`config.mk`:
```
export PLATFORM = sky130hd
export DESIGN_NAME = page_write_buffer
export DESIGN_NICKNAME = d
export VERILOG_FILES = /design/src/rtl/pwb_pkg.sv /design/src/rtl/pwb_collect.sv /design/src/rtl/pwb_sequencer.sv /design/src/rtl/page_write_buffer.sv
export SDC_FILE = /design/constraint.sdc
export NUM_CORES = 1
export LEC_CHECK = 0
export CORE_MARGIN = 5
export CORE_UTILIZATION = 23
export DETAILED_ROUTE_END_ITERATION = 10
export DONT_BUFFER_PORTS = 1
export PLACE_DENSITY = 0.43
export REMOVE_ABC_BUFFERS = 1
export SYNTH_ARGS = -nofsm -noshare
export SYNTH_HDL_FRONTEND = slang
export SYNTH_SLANG_ARGS = --single-unit
```
`constraint.sdc`:
```
create_clock -name clk -period 3 [get_ports clk]
set_input_delay 0.3 -clock clk [delete_from_list [all_inputs] [get_ports clk]]
set_output_delay 0.3 -clock clk [all_outputs]
set_load 0.03 [all_outputs]
```
`src/rtl/pwb_pkg.sv`:
```
package pwb_pkg;

    typedef enum logic [1:0] {
        SQ_IDLE  = 2'd0,
        SQ_WAIT  = 2'd1,
        SQ_WRITE = 2'd2
    } seq_state_e;

endpackage

```
`src/rtl/pwb_collect.sv`:
```
module pwb_collect #(
    parameter int ADDR_W     = 11,
    parameter int DATA_W     = 8,
    parameter int PAGE_BYTES = 16,
    localparam int OFS_W     = $clog2(PAGE_BYTES),
    localparam int BASE_W    = ADDR_W - OFS_W
) (
    input  logic                  clk,
    input  logic                  rst_n,
    input  logic                  blocked,
    input  logic                  page_start,
    input  logic [ADDR_W-1:0]     page_addr,
    input  logic                  byte_valid,
    input  logic [DATA_W-1:0]     byte_data,
    input  logic                  stop,
    input  logic                  wp,
    input  logic [OFS_W-1:0]      rd_slot,
    output logic [BASE_W-1:0]     base,
    output logic [PAGE_BYTES-1:0] mask,
    output logic [DATA_W-1:0]     rd_data,
    output logic                  commit_go
);

    typedef struct packed {
        logic                  active;
        logic [BASE_W-1:0]     base;
        logic [OFS_W-1:0]      ptr;
        logic [PAGE_BYTES-1:0] mask;
        logic                  go;
    } col_t;

    col_t              st_d, st_q;
    logic [DATA_W-1:0] slot_d [PAGE_BYTES];
    logic [DATA_W-1:0] slot_q [PAGE_BYTES];

    always_comb begin
        logic [PAGE_BYTES-1:0] mask_n;
        st_d   = st_q;
        slot_d = slot_q;
        mask_n = st_q.mask;
        st_d.go = 1'b0;
        if (!blocked) begin
            if (page_start) begin
                // a fresh page always clears the valid mask
                st_d.active = 1'b1;
                st_d.base   = page_addr[ADDR_W-1:OFS_W];
                st_d.ptr    = page_addr[OFS_W-1:0];
                st_d.mask   = '0;
            end else if (st_q.active) begin
                if (byte_valid) begin
                    slot_d[st_q.ptr] = byte_data;
                    mask_n[st_q.ptr] = 1'b1;
                    st_d.ptr         = st_q.ptr + OFS_W'(1);
                end
                st_d.mask = mask_n;
                if (stop) begin
                    st_d.active = 1'b0;
                    st_d.go     = (mask_n != '0) && !wp;
                end
            end
        end
    end

    always_ff @(posedge clk or negedge rst_n) begin
        if (!rst_n) begin
            st_q <= '0;
            for (int i = 0; i < PAGE_BYTES; i++) slot_q[i] <= '0;
        end else begin
            st_q   <= st_d;
            slot_q <= slot_d;
        end
    end

    assign base      = st_q.base;
    assign mask      = st_q.mask;
    assign commit_go = st_q.go;
    assign rd_data   = slot_q[rd_slot];

endmodule

```
`src/rtl/pwb_sequencer.sv`:
```
module pwb_sequencer
    import pwb_pkg::*;
#(
    parameter int PAGE_BYTES = 16,
    parameter int CYCLE_CLKS = 64,
    localparam int OFS_W     = $clog2(PAGE_BYTES),
    localparam int CYC_W     = $clog2(CYCLE_CLKS + 1)
) (
    input  logic                  clk,
    input  logic                  rst_n,
    input  logic                  go,
    input  logic [PAGE_BYTES-1:0] mask,
    output logic                  active,
    output logic [OFS_W-1:0]      slot,
    output logic                  we
);

    localparam logic [CYC_W-1:0] CNT_LAST  = CYC_W'(CYCLE_CLKS - 1);
    localparam logic [OFS_W-1:0] SLOT_LAST = OFS_W'(PAGE_BYTES - 1);

    typedef struct packed {
        seq_state_e       state;
        logic [CYC_W-1:0] cnt;
        logic [OFS_W-1:0] slot;
    } seq_t;

    seq_t sq_d, sq_q;

    always_comb begin
        sq_d = sq_q;
        unique case (sq_q.state)
            SQ_IDLE: begin
                if (go) begin
                    sq_d.state = SQ_WAIT;
                    sq_d.cnt   = '0;
                end
            end
            SQ_WAIT: begin
                if (sq_q.cnt == CNT_LAST) begin
                    sq_d.state = SQ_WRITE;
                    sq_d.slot  = '0;
                end else begin
                    sq_d.cnt = sq_q.cnt + CYC_W'(1);
                end
            end
            SQ_WRITE: begin
                if (sq_q.slot == SLOT_LAST) sq_d.state = SQ_IDLE;
                else                        sq_d.slot  = sq_q.slot + OFS_W'(1);
            end
            default: sq_d.state = SQ_IDLE;
        endcase
    end

    always_ff @(posedge clk or negedge rst_n) begin
        if (!rst_n) sq_q <= '{state: SQ_IDLE, cnt: '0, slot: '0};
        else        sq_q <= sq_d;
    end

    assign active = (sq_q.state != SQ_IDLE);
    assign slot   = sq_q.slot;
    assign we     = (sq_q.state == SQ_WRITE) && mask[sq_q.slot];

endmodule

```
`src/rtl/page_write_buffer.sv`:
```
module page_write_buffer #(
    parameter int ADDR_W     = 11,
    parameter int DATA_W     = 8,
    parameter int PAGE_BYTES = 16,
    parameter int CYCLE_CLKS = 64
) (
    input  logic              clk,
    input  logic              rst_n,
    input  logic              page_start,
    input  logic [ADDR_W-1:0] page_addr,
    input  logic              byte_valid,
    input  logic [DATA_W-1:0] byte_data,
    input  logic              stop,
    input  logic              wp,
    output logic              busy,
    output logic              arr_we,
    output logic [ADDR_W-1:0] arr_addr,
    output logic [DATA_W-1:0] arr_wdata
);

    localparam int OFS_W  = $clog2(PAGE_BYTES);
    localparam int BASE_W = ADDR_W - OFS_W;

    logic [BASE_W-1:0]     page_base;
    logic [PAGE_BYTES-1:0] valid_mask;
    logic [DATA_W-1:0]     slot_data;
    logic [OFS_W-1:0]      scan_slot;
    logic                  commit_go;
    logic                  seq_active;

    pwb_collect #(
        .ADDR_W(ADDR_W), .DATA_W(DATA_W), .PAGE_BYTES(PAGE_BYTES)
    ) u_collect (
        .clk(clk), .rst_n(rst_n), .blocked(busy),
        .page_start(page_start), .page_addr(page_addr),
        .byte_valid(byte_valid), .byte_data(byte_data),
        .stop(stop), .wp(wp), .rd_slot(scan_slot),
        .base(page_base), .mask(valid_mask), .rd_data(slot_data),
        .commit_go(commit_go)
    );

    pwb_sequencer #(
        .PAGE_BYTES(PAGE_BYTES), .CYCLE_CLKS(CYCLE_CLKS)
    ) u_seq (
        .clk(clk), .rst_n(rst_n), .go(commit_go), .mask(valid_mask),
        .active(seq_active), .slot(scan_slot), .we(arr_we)
    );

    assign busy      = commit_go | seq_active;
    assign arr_addr  = {page_base, scan_slot};
    assign arr_wdata = slot_data;

endmodule

```
==> out/results.tsv <==
metric	value	unit
critPathKind	register to output pin	
routed_via_density	4.652	
fin_area	9458	um^2
synth_top_family_by_area	multiplexers	
muxShareOfSynthArea	28.07	%
switching_share	32.54	%
area_growth	16.90	%
synth-compound-area-share	6.465	%
cap_violations	0	
cp.arrival	2.46	ns
first_global_vias	5350	
ys_async_sr_fraction	100.0	%
clock.fmax	362.3	MHz
slew_viol_final	0	
rsz0062_at_grt	false	
numPortBuffers	0	
wl	22050	um
synthAdderAreaFrac	1.547	%
yosys_warnings	0	
chipWidth	197.6	um
cts.sinks	170	
vias	5103	
place_area	8620	um^2
cts_root_buffer	clkbuf_16	
die_h	197.6	um
hp-class	input port to async pin	
insertion_delay	0.43	ns
ant_nets	0	
synth_ff_type	dfrtp_1	
clkTransAtPathRegs	0.07	ns
cpMaxStageDelayCell	dfrtp_1	
leakagePower	0.004139	uW
nFillCells	3480	
cts_buffers	17	
setup_viol	0	
cp_slowest_stage_delay	0.81	ns
antenna_cells	0	
post-route-util	27.31	%
start_kind	register	
design_power_total	7614	uW
hpwl	13610	um
fin_nets	664	
synth_xor_area_share	0	%
grt_pass1_wl	33670	um
slew_headroom	47.23	%
seq_area_frac_synth	52.58	%
synthSimpleGateAreaFrac	7.640	%
worstMarginPinSlew	0.7856	ns
powerDensity	805.1	nW/um^2
start_util	23.36	%
clkPwrFrac	28.8	%
drtPass1Iterations	5	
hold_violations	170	
htree_levels	4	
period_minus_slack	2.760	ns
path_cells	nand2b_1, o22ai_1, nor2_1, buf_4	
syn_area	8090	um^2
cts_tree	built	
ys_types	52	
finalClockSkew	0.01049	ns
drc	0	
synth-edff-count	0	
violations	negative hold slack	
required	2.70	ns
gp_congestion	0.7923	
rows	68	
critPathCaptureType	output pin	
p_sw	2478	uW
comb_power_share	25.6	%
overflow	0	
die-area	39030	um^2
hold_ws	-0.4318	ns
wire_per_inst	20.10	um
drt_iter0_markers	257	
finalCritPeriodShare	92.01	%
antenna_found_initial	0	
crit_path_max_fanout	11	
drive_gt1_share	36.76	%
coreArea	34630	um^2
avgSynthCellArea	13.31	um^2
io_pins	46	
grt_max_degree	171	
power_frac_seq	45.6	%
clockBufferDepth	2	
track_usage	11.39	%
run_status	finished with violations	
intPower	5137	uW
synth-seq-cells	170	
syn_inst	608	
vdd_ir_drop_max	0.3528	mV
cts_setup_buffers	0	
final cells by class:
| cell class | instances | area [um^2] | area share, % |
|---|---|---|---|
| flip-flops and latches | 170 | 4255 | 44.99 |
| multi-input cells | 376 | 3537 | 37.40 |
| well taps | 455 | 569.3 | 6.019 |
| repair buffers | 48 | 447.9 | 4.736 |
| clock buffers | 18 | 429.2 | 4.538 |
| clock inverters | 14 | 158.9 | 1.680 |
| inverters | 16 | 60.06 | 0.6350 |
path summary, 6_finish.rpt:
path,slack (ns),cells past startpoint,to,start
min in group clk,0.02,1,u_collect.slot_q[57],byte_data[1]
worst min-delay path,-0.43,0,u_collect.base[2],rst_n
worst max-delay path,0.24,4,arr_wdata[1],u_seq.slot[3]
max in group asynchronous,3.08,0,u_seq.slot[2],rst_n
worst max register to register,0.37,6,u_collect.slot_q[7],u_seq.sq_q[12]
worst min register to register,0.50,1,u_collect.slot_q[63],u_collect.slot_q[63]
routing by layer:
| layer | wire (um) | track usage (%) | part of all wire [%] |
|---|---|---|---|
| met4 | 458 | 4.157 | 2.1 |
| met1 | 9665 | 14.38 | 44 |
| met3 | 505 | 1.774 | 2.3 |
| met5 | 0 | 0 | 0 |
| met2 | 11420 | 19.76 | 52 |
critical path: cells and delay by family (launching register included):
family | cells | cell delay (ns)
AO/OA/AOI/OAI | 1 | 0.46
buffers and inverters | 1 | 0.19
flip-flops | 1 | 0.81
AND/OR/NAND/NOR | 2 | 0.56
flip-flops by register name, indices dropped and copies added (netlist names):
register	count
u_collect.slot_q	128
u_collect.mask	16
u_seq.sq_q	9
u_collect.base	7
u_collect.st_q	5
u_seq.slot	4
u_collect.commit_go	1
cells by family after synthesis:
| group | after synthesis |
|---|---|
| AOI/OAI and AO/OA | 79 |
| adders and majority gates | 10 |
| buffers and inverters | 62 |
| DFF | 170 |
| muxes | 167 |
| and+or+nand+nor | 120 |
repair_timing:
item / CTS / global route
hold endpoints to repair: 214 / 173
resized for setup: 0 / 0
hold buffers: 21 / 4
endpoints found under the setup margin: 0 / 0
power by group through the flow:
stage	combinational, uW	clock, uW	sequential (uW)
finish	1950	2190	3470
global route	2130	2350	3550
CTS	1980	2270	3470
detailed placement	1940	0	3520
global placement	1880	0	3470
floorplan	1470	0	3360
stage by stage:
step           std cells  hold WS (ns)  setup WS [ns]  setup TNS, ns
6_report            1097       -0.4318         0.2398              0
5_1_grt             1097       -0.4615         0.1707              0
2_1_floorplan        562      0.004409       -0.05141       -0.05141
3_3_place_gp        1040       0.01305         0.4631              0
3_5_place_dp        1040       0.01239         0.4166              0
4_1_cts             1093       -0.4611         0.1874              0
layout by cell type, fill, tap and decap left out, drive strengths merged, types with 3 or more instances in the layout:
master / synthesis / final
a211oi: 3 / 3
a21oi: 13 / 13
a31oi: 9 / 9
and3: 3 / 3
buf: 27 / 23
clkbuf: 19 / 18
clkinv: 0 / 4
clkinvlp: 0 / 3
dfrtp: 170 / 170
dlygate4sd3: 0 / 25
ha: 10 / 10
inv: 16 / 22
mux2: 129 / 129
mux2i: 3 / 3
mux4: 35 / 35
nand2: 38 / 38
nand2b: 6 / 6
nand3: 15 / 15
nor2: 33 / 33
nor2b: 4 / 4
nor3: 3 / 3
nor4: 6 / 6
o21a: 7 / 7
o21ai: 11 / 11
o22ai: 16 / 16
synth_stat cells, types with 2 or more instances:
cell / n / area [um^2]
dfrtp_1: 170 / 4254
mux2_2: 128 / 1441
nand2_1: 38 / 142.6
mux4_2: 35 / 788.3
nor2_1: 24 / 90.09
clkbuf_1: 19 / 71.32
inv_1: 16 / 60.06
o22ai_1: 16 / 100.1
a21oi_1: 13 / 65.06
buf_4: 13 / 97.59
nand3_1: 12 / 60.06
o21ai_0: 11 / 55.05
ha_1: 10 / 125.1
a31oi_1: 9 / 56.30
nor2_2: 9 / 56.30
buf_2: 8 / 40.04
o21a_1: 7 / 52.55
nand2b_1: 6 / 37.54
nor4_1: 6 / 37.54
buf_1: 5 / 18.77
nor2b_1: 4 / 25.02
a211oi_1: 3 / 22.52
and3_1: 3 / 18.77
mux2i_1: 3 / 30.03
nand3_2: 3 / 30.03
nor3_1: 3 / 15.01
a21boi_0: 2 / 15.01
a31o_2: 2 / 17.52
a41oi_1: 2 / 17.52
o211ai_1: 2 / 15.01
o311ai_0: 2 / 17.52
o32ai_1: 2 / 17.52
or2_2: 2 / 12.51
or4_1: 2 / 15.01
Note: power is estimated with default switching activity, not from simulation.
